<file path="src/rtl/auxdly_pkg.sv">
package auxdly_pkg;

  // Strobes from control to the ramp datapath
  typedef struct packed {
    logic clear;   // force ramp and prescaler to zero
    logic run;     // ramp released, prescaler counting
  } rampCmd_t;

  // Status from the ramp datapath back to control
  typedef struct packed {
    logic tick;    // prescaler wraps this cycle, ramp steps
    logic reach;   // the step taken this cycle reaches the demand word
    logic zero;    // demand word is zero
  } rampStat_t;

endpackage

</file>
<file path="src/rtl/auxRampPath.sv">
module auxRampPath
  import auxdly_pkg::*;
#(
  parameter int DEMAND_W = 8,
  parameter int PRE_W    = 8
) (
  input  logic                clk,
  input  logic                rst,
  input  rampCmd_t            cmd,
  input  logic [DEMAND_W-1:0] demand,
  input  logic [PRE_W-1:0]    prescale,
  output rampStat_t           stat
);

  localparam logic [DEMAND_W-1:0] RAMP_MAX = {DEMAND_W{1'b1}};

  logic [PRE_W-1:0]    preCnt;
  logic [DEMAND_W-1:0] ramp;
  logic [DEMAND_W:0]   rampNext;

  assign rampNext   = {1'b0, ramp} + {{DEMAND_W{1'b0}}, 1'b1};
  assign stat.tick  = cmd.run && (preCnt == prescale);
  assign stat.reach = rampNext >= {1'b0, demand};
  assign stat.zero  = (demand == '0);

  always_ff @(posedge clk) begin
    if (rst || cmd.clear) begin
      preCnt <= '0;
      ramp   <= '0;
    end else if (cmd.run) begin
      if (stat.tick) begin
        preCnt <= '0;
        if (ramp != RAMP_MAX) ramp <= rampNext[DEMAND_W-1:0];
      end else begin
        preCnt <= preCnt + 1'b1;
      end
    end
  end


  clear_zeroes_ramp_chk: assert property (@(posedge clk) disable iff (rst)
    cmd.clear |=> (ramp == '0 && preCnt == '0));


  ramp_saturates_chk: assert property (@(posedge clk) disable iff (rst)
    (ramp == RAMP_MAX && !cmd.clear) |=> (ramp == RAMP_MAX));


  ramp_steps_on_tick_chk: assert property (@(posedge clk) disable iff (rst)
    (!cmd.clear && !stat.tick) |=> $stable(ramp));

endmodule

</file>
<file path="src/rtl/auxCtrl.sv">
module auxCtrl
  import auxdly_pkg::*;
#(
  parameter int SYNC_STAGES = 2
) (
  input  logic      clk,
  input  logic      rst,
  input  logic      cycleStart,
  input  logic      pwmIn,
  input  rampStat_t stat,
  output rampCmd_t  cmd,
  output logic      pwmDel
);

  localparam int LAST = SYNC_STAGES - 1;

  logic [SYNC_STAGES-1:0] syncQ;
  logic                   syncPrev;
  logic                   pwmFall;
  logic                   running;

  for (genvar g = 0; g < SYNC_STAGES; g++) begin : g_sync
    if (g == 0) begin : g_first
      always_ff @(posedge clk) syncQ[g] <= rst ? 1'b0 : pwmIn;
    end else begin : g_next
      always_ff @(posedge clk) syncQ[g] <= rst ? 1'b0 : syncQ[g-1];
    end
  end

  always_ff @(posedge clk) syncPrev <= rst ? 1'b0 : syncQ[LAST];

  assign pwmFall = syncPrev && !syncQ[LAST];

  always_ff @(posedge clk) begin
    if (rst) begin
      pwmDel  <= 1'b0;
      running <= 1'b0;
    end else if (cycleStart) begin
      pwmDel  <= 1'b1;
      running <= 1'b0;
    end else if (pwmDel && !running && pwmFall) begin
      if (stat.zero) pwmDel  <= 1'b0;
      else           running <= 1'b1;
    end else if (running && stat.tick && stat.reach) begin
      pwmDel  <= 1'b0;
      running <= 1'b0;
    end
  end

  assign cmd.clear = cycleStart;
  assign cmd.run   = running;


  start_arms_latch_chk: assert property (@(posedge clk) disable iff (rst)
    cycleStart |=> pwmDel);


  trip_needs_cause_chk: assert property (@(posedge clk) disable iff (rst)
    $fell(pwmDel) |-> $past(running || pwmFall));


  latch_holds_low_chk: assert property (@(posedge clk) disable iff (rst)
    (!pwmDel && !cycleStart) |=> !pwmDel);

endmodule

</file>
<file path="src/rtl/auxDelayGen.sv">
module auxDelayGen
  import auxdly_pkg::*;
#(
  parameter int DEMAND_W    = 8,
  parameter int PRE_W       = 8,
  parameter int SYNC_STAGES = 2
) (
  input  logic                clk,
  input  logic                rst,
  input  logic                cycleStart,
  input  logic                pwmIn,
  input  logic [DEMAND_W-1:0] demand,
  input  logic [PRE_W-1:0]    prescale,
  output logic                pwmDel,
  output logic                auxDrv
);

  rampCmd_t  rampCmd;
  rampStat_t rampStat;

  auxCtrl #(.SYNC_STAGES(SYNC_STAGES)) u_ctrl (
    .clk        (clk),
    .rst        (rst),
    .cycleStart (cycleStart),
    .pwmIn      (pwmIn),
    .stat       (rampStat),
    .cmd        (rampCmd),
    .pwmDel     (pwmDel)
  );

  auxRampPath #(.DEMAND_W(DEMAND_W), .PRE_W(PRE_W)) u_ramp (
    .clk      (clk),
    .rst      (rst),
    .cmd      (rampCmd),
    .demand   (demand),
    .prescale (prescale),
    .stat     (rampStat)
  );

  assign auxDrv = pwmDel && !cycleStart;


  reset_idle_chk: assert property (@(posedge clk)
    rst |=> (!pwmDel && !auxDrv));

endmodule

</file>
<file path="config.mk">
export PLATFORM = sky130hd
export DESIGN_NAME = auxDelayGen
export DESIGN_NICKNAME = d
export VERILOG_FILES = /design/src/rtl/auxdly_pkg.sv /design/src/rtl/auxRampPath.sv /design/src/rtl/auxCtrl.sv /design/src/rtl/auxDelayGen.sv
export SDC_FILE = /design/constraint.sdc
export NUM_CORES = 1
export LEC_CHECK = 0
export BUFFER_PORTS_ARGS = -buffer_cell sky130_fd_sc_hd__buf_2
export CORE_MARGIN = 5
export CORE_UTILIZATION = 30
export DETAILED_ROUTE_END_ITERATION = 8
export SYNTH_ARGS = -nofsm -noshare
export SYNTH_HDL_FRONTEND = slang
export SYNTH_SLANG_ARGS = --single-unit
</file>
<file path="constraint.sdc">
create_clock -name clk -period 3.51 [get_ports clk]
set_input_delay 0.351 -clock clk [delete_from_list [all_inputs] [get_ports clk]]
set_output_delay 0.351 -clock clk [all_outputs]
set_load 0.01 [all_outputs]
</file>
Yosys cells after proc, flatten, opt, wreduce, memory -nomap -nowiden

Cells that the tools add are included.

Bits in registers: 21
Logic and storage cells: 39
Output and inout bits: 2
Input bits: 20

Add/subtract/negate cells: 2
Magnitude comparators: 1
Reductions and logical operators: 18
Equality and inequality tests: 4
Muxes and demuxes: 7

Operators by type and width:

| kind                | count |
|---|---|
| $add 8x1->9 const B | 1 |
| $ge 9x8->1          | 1 |
| $add 8x1->8 const B | 1 |
| $eq 8x8->1          | 1 |
| $logic_not 8->1     | 1 |
| $mux 8              | 1 |
| $ne 8x8->1 const B  | 1 |
| $logic_and 1x1->1   | 7 |
| $mux 1              | 6 |
| $reduce_and 2->1    | 2 |
| $logic_not 1->1     | 3 |
| $ne 3x3->1 const B  | 1 |
| $reduce_and 3->1    | 1 |
| $reduce_bool 3->1   | 1 |
| $ne 2x2->1 const B  | 1 |
| $reduce_bool 2->1   | 1 |
| $reduce_or 2->1     | 1 |
| $logic_or 1x1->1    | 1 |

Longest topological paths before layout

Gate-level depths: netlist of the first run.

Word-level depth: 7
Mapped depth: 10
Mapped depth without buffers: 10

By module

Synthesis of the first run repeated with hierarchy kept, for this count alone.

Cells, all modules: 151
Area, all modules: 1,291.2 µm²

By module, submodules not included:

| module      | cells each | instances | area each (µm²) | sequential area each (µm²) |
|---|---|---|---|---|
| auxRampPath | 131        | 1         | 1,077.3         | 320.3 |
| auxCtrl     | 19         | 1         | 200.2           | 100.1 |
| auxDelayGen | 1          | 1         | 13.8            | 0.0 |

Least setup slack after synthesis of the first run

No wires, ideal clock.

Path kind: flip-flop to flip-flop
From: register u_ramp.ramp[0]
To: register u_ctrl.pwmDel
Path slack: 1.078 ns
Period minus slack after synthesis: 2.432 ns
Data arrival time: 2.363 ns
Library setup time: 0.070 ns
Cell stages (with the launch flop): 11
Cell sequence: dfxtp_1 ha_1 nand3_1 nor2_1 xor2_1 ha_1 a21o_1 a21o_1 a2111oi_0 o221ai_1 a21oi_1

Word-level cells in the longest chain between the ends: 5

Ends and longest elaborated chain:

| what                        | line              | text |
|---|---|---|
| from (decl)                 | auxRampPath.sv:18 | `logic [DEMAND_W-1:0] ramp;` |
| from (signal assigned)      | auxRampPath.sv:33 | `if (ramp != RAMP_MAX) ramp <= rampNext[DEMAND_W-1:0];` |
| $add 8x1->9                 | auxRampPath.sv:21 | `assign rampNext = {1'b0, ramp} + {{DEMAND_W{1'b0}}, 1'b1};` |
| net u_ramp.rampNext[6]      | auxRampPath.sv:19 | `logic [DEMAND_W:0] rampNext;` |
| $ge 9x8->1                  | auxRampPath.sv:23 | `assign stat.reach = rampNext >= {1'b0, demand};` |
| $logic_and 1x1->1           | auxCtrl.sv:44     | `end else if (running && stat.tick && stat.reach) begin` |
| $reduce_bool 3->1 (no line) | n/a               |  |
| $reduce_and 2->1 (no line)  | n/a               |  |
| to (signal assigned)        | auxCtrl.sv:39     | `pwmDel <= 1'b1;` |
| to (signal assigned)        | auxCtrl.sv:42     | `if (stat.zero) pwmDel <= 1'b0;` |
| to (signal assigned)        | auxCtrl.sv:45     | `pwmDel <= 1'b0;` |
| to (decl)                   | auxCtrl.sv:12     | `output logic pwmDel` |

The timed path passes the listed nets, and every way through them passes these cells.
A chain may end at the register's enable or synchronous reset.

Worst setup path in the final report of the first run

Same ends and word-level chain as after synthesis.

==> flow_metrics.py, run 1 <==
metrics = {
    "outcome": {
        "status": "finished clean",
    },
    "routing": {
        "routed-wl-met2_um": 1150,
        "dr.pass1.iters": 4,
        "met1_length_um": 1210,
        "route.detailed.drc": 0,
        "ant_nets": 0,
        "routed.top_layer": "met4",
        "route.vias.total": 1107,
        "wire_per_inst_um": 11.2,
        "drt_iter0_markers": 46,
        "postRouteWirelength_um": 2550,
        "via_per_inst": 4.88,
        "wl_met3_um": 168,
    },
    "worst_setup_path": {
        "crit_path_end_kind": "flip-flop",
        "cp_data_required_time_ps": 3700,
        "worstPathMaxFanout": 6,
        "start_kind": "flip-flop",
        "path_class": "flip-flop to flip-flop",
        "worstPathArrival_ps": 3070,
    },
    "synthesis": {
        "synth_top_area_cell": "dfxtp_1",
        "synth_area_mm2": 0.00127,
        "ys_seq_area_frac": 0.330,
        "synth_top_area_share": 0.330,
        "ys.flop_type": "dfxtp_1",
        "synthDistinctLibCells": 33,
        "syn-num-nets": 185,
        "synth.area.top_cells": "dfxtp_1 33%, ha_1 9.8%, xnor2_1 7.6%",
        "ys_ff_latch": 21,
        "synth_warnings": 0,
        "syn_inst": 155,
        "syn_area_per_cell_um2": 8.22,
        "synth_edf_count": 0,
        "async_reset_ff_frac": 0,
    },
    "placement": {
        "hpwl_um": 2060,
        "place_congestion": 0.738,
        "port_buffers": 21,
    },
    "sta": {
        "setup_viol_count_final": 0,
        "holdWs_ps": 307,
        "worst_slew_pin_slew_ps": 818,
        "fmax_ghz": 0.348,
        "hold_violations": 0,
        "fin_skew_ps": 1.13,
        "rsz0062_at_grt": "false",
        "drv_slew": 0,
        "post-route-period-util": 0.819,
        "relSlewSlack": 0.451,
        "min_period_ps": 2870,
        "fin_setup_tns_ps": 0,
    },
    "clock_network": {
        "h-tree-depth": 1,
        "post_cts_resized": 0,
        "clock_latency_ps": 260,
        "clock-sinks": 21,
        "clkTransAtPathRegs_ps": 70,
        "hold_buffers": 0,
        "ctsLongestPathBuffers": 2,
        "cts_root_buffer": "clkbuf_8",
        "cts_inserted_buffers": 3,
        "cts_tree": "yes",
        "cts_setup_buffers": 0,
    },
    "floorplanning": {
        "row_count": 23,
        "die_area_mm2": 0.00565,
        "io_pins": 22,
        "start_util": 0.314,
        "design.core.area_mm2": 0.00406,
        "die_width_um": 75.2,
        "fp.dieH_um": 75.2,
    },
    "run": {
        "maxCapViolations": 0,
    },
    "final_layout": {
        "final_util": 0.362,
        "syn2layout_area_growth_pct": 15.2,
        "drive_gt1_frac": 0.158,
        "layout.nets": 208,
        "fillers": 421,
        "antennaDiodeCount": 0,
    },
    "global_routing": {
        "track_usage": 0.101,
        "grt_max_degree": 13,
        "grt_remaining_overflow": 0,
        "first_global_vias": 1038,
        "grt_pass1_wl_um": 4450,
        "antenna_found_initial": 0,
    },
    "worst_hold_path": {
        "hold_path_class": "primary input to flip-flop",
    },
    "power_and_ir_drop": {
        "peakVddDrop_mv": 0.213,
        "totalPowerFinal_mw": 0.433,
        "leakagePower_nw": 0.609,
        "pwr_density_cell_mw_per_mm2": 295,
    },
}
cells by family after synthesis:
family / after synthesis / share of synthesized area
compound gates: 25 / 0.122
flops: 21 / 0.330
simple gates: 68 / 0.274
buf+inv: 11 / 0.0383
xor+xnor: 20 / 0.138
fa+ha+maj: 10 / 0.0982
per-layer routing:
layer  track usage  up-vias
met4        0.0175        0
met3        0.0320        4
met5             0        -
li1              -      592
met2         0.161       19
met1         0.135      492
layout by cell type (no fill, tap or decap), types with 3 or more instances in the layout:
master and instances:
nand4_1 7, a21oi_1 11, inv_1 8, nor2b_1 6, dfxtp_1 21, o21ai_0 4
xor2_1 9, ha_1 10, nand3_1 10, buf_2 21, xnor2_1 11, nor2_1 16
nand2_1 15, clkbuf_8 3
per-stage QoR:
step / cell area [µm²] / setup WS [ps] / std cells
6_report: 1470 / 636 / 227
4_1_cts: 1470 / 613 / 227
2_1_floorplan: 1270 / 1080 / 155
3_5_place_dp: 1420 / 647 / 223
3_3_place_gp: 1420 / 746 / 223
5_1_grt: 1470 / 363 / 227
final cells by class:
class	instances	area, µm²	share of cell area
multi-input combinational	123	805	0.548
clock buffer	4	45.0	0.0307
tap	50	62.6	0.0426
sequential	21	420	0.286
inverter	8	30.0	0.0205
timing repair buffer	21	105	0.0716
power by group:
part | leakage [nW] | switching, mW | internal (mW)
Clock | 0.0228 | 0.0749 | 0.0808
Sequential | 0.170 | 0.00126 | 0.240
Combinational | 0.417 | 0.0184 | 0.0172
Total | 0.609 | 0.0945 | 0.338
synthesized netlist by cell type (2+ instances only):
cell type  count
a21o_1         2
nor2_1        16
dfxtp_1       21
inv_1          8
nor4_1         2
a21oi_1       11
nand4_1        7
nand2_1       15
nand2b_1       2
xor2_1         9
ha_1          10
or4_1          2
xnor2_1       11
nand3_1       10
o21ai_0        4
o31ai_1        2
nor3_1         2
nor2b_1        6
registers in the layout (all words and copies together), names as in the netlist:
signal / cells
u_ctrl.syncPrev: 1
u_ctrl.running: 1
u_ctrl.syncQ: 2
u_ramp.preCnt: 8
u_ctrl.pwmDel: 1
u_ramp.ramp: 8
path summary, 6_finish.rpt:
kind	from	depth (start not counted)	to	slack, ps
setup reg to reg	u_ramp.ramp[0]$_SDFFE_PP0P_	10	u_ctrl.pwmDel$_SDFFE_PP0P_	640
hold / removal	pwmIn	2	u_ctrl.syncQ[0]$_SDFF_PP0_	310
hold reg to reg	u_ctrl.syncQ[0]$_SDFF_PP0_	1	u_ctrl.syncQ[1]$_SDFF_PP0_	440
setup / recovery	u_ramp.ramp[0]$_SDFFE_PP0P_	10	u_ctrl.pwmDel$_SDFFE_PP0P_	640
worst max-delay path, stage by stage (launching register included):
cell and delay [ps]:
dfxtp_1 400, ha_1 240, nand3_1 210, nor2_1 300, xor2_1 190, ha_1 260, a21o_1 160, a21o_1 160
a2111oi_0 520, o221ai_1 190, a21oi_1 170
(Power assumes the default switching activity.)
==> run 2, diff against run 1 <==
clock period = 2.57 ns   (was 3.51 ns; I/O delays follow)
==> run 2 against run 1 <==
  * Count of clock-buffer cells in the layout decreased by 1
  * Clock power increased by 42%
  * Clock skew increased by 8.2 ps
  * Die area unchanged
  * Utilization increased by 1.7 points
  * Wire length increased by 3.9%
  * First-iteration DRC count increased by 8.7%
  * Cell area increased by 4.7%
  * Largest cell class unchanged
==> flow_metrics.py, run 2 (same netlist as run 1, synthesis figures left out) <==
metrics = {
    "outcome": {
        "status": "finished clean",
    },
    "routing": {
        "via_per_inst": 4.82,
        "postRouteWirelength_um": 2650,
        "route.detailed.drc": 0,
        "dr.pass1.iters": 4,
        "drt_iter0_markers": 50,
        "ant_nets": 0,
        "wire_per_inst_um": 11.3,
        "route.vias.total": 1129,
    },
    "placement": {
        "hpwl_um": 2100,
        "place_congestion": 0.791,
        "dp_slack_ps": 87.7,
        "port_buffers": 21,
        "placed_area_mm2": 0.00148,
    },
    "clock_network": {
        "clkTransAtPathRegs_ps": 80,
        "cts_setup_buffers": 0,
        "cts_root_buffer": "clkbuf_8",
        "clock_latency_ps": 270,
        "cts_tree": "yes",
        "clock-sinks": 21,
        "cts_inserted_buffers": 3,
        "h-tree-depth": 1,
        "ctsLongestPathBuffers": 2,
    },
    "power_and_ir_drop": {
        "pwr_density_cell_mw_per_mm2": 391,
        "totalPowerFinal_mw": 0.601,
        "leakagePower_nw": 0.646,
        "peakVddDrop_mv": 0.279,
    },
    "sta": {
        "fmax_ghz": 0.440,
        "setup_viol_count_final": 0,
        "fin_setup_tns_ps": 0,
        "relSlewSlack": 0.466,
        "rsz0062_at_grt": "false",
        "post-route-period-util": 0.885,
        "fin_skew_ps": 9.29,
        "hold_violations": 0,
        "min_period_ps": 2270,
        "setup_slack_ps": 297,
        "worst_slew_pin_slew_ps": 794,
        "drv_slew": 0,
    },
    "floorplanning": {
        "row_count": 23,
        "start_util": 0.314,
        "design.core.area_mm2": 0.00406,
        "fp.dieH_um": 75.2,
        "die_width_um": 75.2,
        "io_pins": 22,
        "die_area_mm2": 0.00565,
    },
    "final_layout": {
        "final_common_cell": "buf_2",
        "syn2layout_area_growth_pct": 20.6,
        "antennaDiodeCount": 0,
        "final_util": 0.379,
        "final_area_mm2": 0.00154,
        "final_cell_mix": "21 x buf_2, 20 x dfxtp_1, 15 x nand2_1",
        "layout.nets": 215,
        "drive_gt1_frac": 0.217,
        "top_regs": "u_ramp.preCnt x8, u_ramp.ramp x8, u_ctrl.syncQ x2",
    },
    "worst_setup_path": {
        "start_kind": "flip-flop",
        "crit_path_end_kind": "flip-flop",
        "path_class": "flip-flop to flip-flop",
        "worstPathArrival_ps": 2480,
        "cp_data_required_time_ps": 2780,
        "worstPathMaxFanout": 6,
    },
    "worst_hold_path": {
        "hold_path_class": "primary input to flip-flop",
    },
    "run": {
        "maxCapViolations": 0,
    },
    "global_routing": {
        "track_usage": 0.104,
        "first_global_vias": 1049,
        "grt_max_degree": 14,
        "grt_pass1_wl_um": 4510,
        "grt_remaining_overflow": 0,
        "antenna_found_initial": 0,
    },
}
[run 2: changes by cell type in the layout (fill, tap and decap cells not counted)]
cell / previous run / this run
clkinvlp_4: 0 / 1
dfxtp_1: 21 / 20
a2111oi_2: 0 / 1
buf_4: 0 / 7
nor2_2: 0 / 2
a2111oi_0: 1 / 0
clkbuf_1: 1 / 0
dfxtp_2: 0 / 1
nor2_1: 16 / 14
[run 2: layer usage]
| layer | vias to the layer above | global-route usage | share of wire |
|---|---|---|---|
| li1 | 609 | - | - |
| met1 | 492 | 0.137 | 0.47 |
| met2 | 24 | 0.164 | 0.46 |
| met3 | 4 | 0.0334 | 0.056 |
| met4 | 0 | 0.0291 | 0.0094 |
| met5 | - | 0 | 0 |
[run 2: worst paths after layout]
check	startpoint	endpoint	slack [ps]	cells after the start
setup / recovery	u_ramp.ramp[0]$_SDFFE_PP0P_	u_ctrl.pwmDel$_SDFFE_PP0P_	300	11
hold / removal	pwmIn	u_ctrl.syncQ[0]$_SDFF_PP0_	190	2
setup reg to reg	u_ramp.ramp[0]$_SDFFE_PP0P_	u_ctrl.pwmDel$_SDFFE_PP0P_	300	11
hold reg to reg	u_ctrl.syncQ[0]$_SDFF_PP0_	u_ctrl.syncQ[1]$_SDFF_PP0_	450	1
[run 2: per-stage QoR]
| stage | hold slack, ps | instances |
|---|---|---|
| floorplan | 326 | 155 |
| global placement | 425 | 230 |
| detailed placement | 430 | 230 |
| CTS | 191 | 234 |
| global route | 213 | 234 |
| finish | 195 | 234 |
[run 2: repair_timing]
action / 4_1_cts / 5_1_grt
setup endpoints to repair: 0 / 2
resized for setup: 0 / 5
hold buffers: 0 / 0
[run 2: cell type report]
cell class                 count  area [µm²]
tap                           50        62.6
sequential                    21         422
inverter                       8        30.0
clock inverter                 1        7.51
multi-input combinational    123         816
fill                         415        2520
clock buffer                   3        41.3
timing repair buffer          28         158
[run 2: where the power goes]
part	switching (mW)	total, mW	internal [mW]
Clock	0.112	0.222	0.110
Sequential	0.00160	0.330	0.328
Combinational	0.0254	0.0491	0.0237
Total	0.139	0.601	0.461
[run 2: critical path: stages (launching register included)]
cell and delay, ps:
dfxtp_2 370, ha_1 170, nand3_1 120, nor2_2 160, xor2_1 180, ha_1 260, a21o_1 160, a21o_1 170
a2111oi_2 210, buf_4 170, o221ai_1 90, a21oi_1 140
==> run 3, diff against run 2 <==
--- a/config.mk
+++ b/config.mk
@@ -11,2 +11,3 @@
 export DETAILED_ROUTE_END_ITERATION = 8
+export SLEW_MARGIN = 20
 export SYNTH_ARGS = -nofsm -noshare
==> constraint.sdc (replaced) <==
create_clock -name clk -period 2.57 [get_ports clk]
set_input_delay 0.3855 -clock clk [delete_from_list [all_inputs] [get_ports clk]]
set_output_delay 0.3855 -clock clk [all_outputs]
set_load 0.01 [all_outputs]
==> run 3 against run 2 <==
  * Wire length increased by 0.79%
  * Worst hold slack improved by 140 ps
  * Utilization about the same
  * Via count increased by 0.97%
  * Critical path type unchanged
  * Highest routed layer unchanged
==> flow_metrics.py, run 3 (same netlist as run 1, synthesis figures left out) <==
metrics = {
    "outcome": {
        "status": "finished clean",
    },
    "worst_hold_path": {
        "hold_path_class": "primary input to flip-flop",
        "hp-start": "pwmIn",
    },
    "routing": {
        "postRouteWirelength_um": 2670,
        "route.vias.total": 1140,
        "drt_iter0_markers": 52,
        "wire_per_inst_um": 11.4,
        "route.detailed.drc": 0,
        "dr.pass1.iters": 4,
        "ant_nets": 0,
        "via_per_inst": 4.85,
    },
    "sta": {
        "fin_setup_tns_ps": 0,
        "setup_viol_count_final": 0,
        "min_period_ps": 2300,
        "drv_slew": 0,
        "relSlewSlack": 0.762,
        "rsz0062_at_grt": "false",
        "worst_slew_pin_slew_ps": 354,
        "fmax_ghz": 0.435,
        "hold_violations": 0,
        "post-route-period-util": 0.895,
        "fin_skew_ps": 1.57,
    },
    "clock_network": {
        "ctsLongestPathBuffers": 2,
        "h-tree-depth": 1,
        "cts_inserted_buffers": 3,
        "clock_latency_ps": 260,
        "cts_root_buffer": "clkbuf_8",
        "clock-sinks": 21,
        "cts_tree": "yes",
        "cts_setup_buffers": 0,
        "clkTransAtPathRegs_ps": 70,
    },
    "final_layout": {
        "syn2layout_area_growth_pct": 20.5,
        "layout.nets": 216,
        "fin_cells": 235,
        "drive_gt1_frac": 0.205,
        "top_regs": "u_ramp.preCnt x8, u_ramp.ramp x8, u_ctrl.syncQ x2",
        "fillers": 413,
        "final_cell_mix": "21 x buf_2, 20 x dfxtp_1, 16 x nor2_1",
        "final_common_cell": "buf_2",
        "antennaDiodeCount": 0,
    },
    "worst_setup_path": {
        "cp_data_required_time_ps": 2770,
        "worstPathMaxFanout": 4,
        "r2r_start": "u_ramp.ramp[1]$_SDFFE_PP0P_",
        "path_class": "flip-flop to flip-flop",
        "start_kind": "flip-flop",
        "worstPathArrival_ps": 2500,
        "crit_path_end_kind": "flip-flop",
        "critical_path.startpoint": "u_ramp.ramp[1]$_SDFFE_PP0P_",
    },
    "floorplanning": {
        "row_count": 23,
        "io_pins": 22,
        "fp.dieH_um": 75.2,
        "die_area_mm2": 0.00565,
        "die_width_um": 75.2,
        "design.core.area_mm2": 0.00406,
        "start_util": 0.314,
    },
    "placement": {
        "hpwl_um": 2130,
        "place_congestion": 0.802,
        "port_buffers": 21,
        "dp.cells": 231,
    },
    "power_and_ir_drop": {
        "p_int_mw": 0.462,
        "power.share.clock": 0.363,
        "leakagePower_nw": 0.653,
        "power.switching_mw": 0.133,
        "swShare": 0.223,
        "pwr_density_cell_mw_per_mm2": 388,
        "power_frac_comb": 0.083,
        "seq_power_share": 0.554,
        "peakVddDrop_mv": 0.266,
    },
    "run": {
        "maxCapViolations": 0,
    },
    "global_routing": {
        "grt_pass1_wl_um": 4770,
        "first_global_vias": 1120,
        "antenna_found_initial": 0,
        "grt_max_degree": 13,
        "grt_remaining_overflow": 0,
        "track_usage": 0.107,
    },
}
-- run 3: cell types whose count changed in the layout (fill, tap and decap cells not counted), sizes merged --
| cell | before | now |
|---|---|---|
| clkbuf | 3 | 4 |
| clkinvlp | 1 | 0 |
| buf | 28 | 29 |
-- run 3: final timing paths --
check | to | slack (ps) | cells past startpoint
max reg2reg | u_ctrl.pwmDel$_SDFFE_PP0P_ | 270 | 11
min reg2reg | u_ctrl.syncQ[1]$_SDFF_PP0_ | 440 | 1
max | u_ctrl.pwmDel$_SDFFE_PP0P_ | 270 | 11
min | u_ctrl.syncQ[0]$_SDFF_PP0_ | 330 | 2
-- run 3: what timing repair did --
item                       CTS  global route
gates resized for setup      0             3
setup endpoints to repair    0             2
hold buffers                 0             0
-- run 3: critical path: stages, from the launching register on --
cell and delay, ps:
dfxtp_1 370, ha_1 190, nand3_1 110, nor2_1 180
xor2_1 180, ha_1 260, a21o_1 160, a21o_1 170
a2111oi_2 210, buf_4 170, o221ai_1 90, a21oi_1 140
-- run 3: cell type report --
class	instances	area, µm²	area share
multi-input cells	123	811	0.528
flip-flops and latches	21	422	0.275
repair buffers	29	165	0.108
well taps	50	62.6	0.0407
clock buffers	4	45.0	0.0293
inverters	8	30.0	0.0196
-- run 3: through the flow --
step / cell area (µm²) / util / setup slack (ps) / power [mW] / hold WS, ps
after global routing: 1540 / 0.378 / 58.0 / 0.630 / 357
after CTS: 1530 / 0.377 / 84.3 / 0.602 / 335
after detailed placement: 1480 / 0.365 / 127 / 0.387 / 430
final: 1540 / 0.378 / 270 / 0.595 / 332
after floorplan: 1270 / - / 138 / 0.362 / 414
after global placement: 1480 / 0.365 / 160 / 0.387 / 423
-- run 3: power by group through the flow --
stage	clock [mW]	combinational [mW]	sequential (mW)
2_1_floorplan	0	0.0243	0.338
3_3_place_gp	0	0.0497	0.338
3_5_place_dp	0	0.0498	0.337
4_1_cts	0.222	0.0499	0.330
5_1_grt	0.243	0.0563	0.330
6_report	0.216	0.0493	0.330
-- run 3: routing by layer --
| layer | wire [µm] | GRT usage | share of wire | vias up |
|---|---|---|---|---|
| met5 | 0 | 0 | 0 | - |
| met4 | 37 | 0.0408 | 0.014 | 0 |
| met3 | 112 | 0.0200 | 0.042 | 5 |
| met2 | 1230 | 0.176 | 0.46 | 19 |
| met1 | 1290 | 0.139 | 0.48 | 504 |
| li1 | - | - | - | 612 |
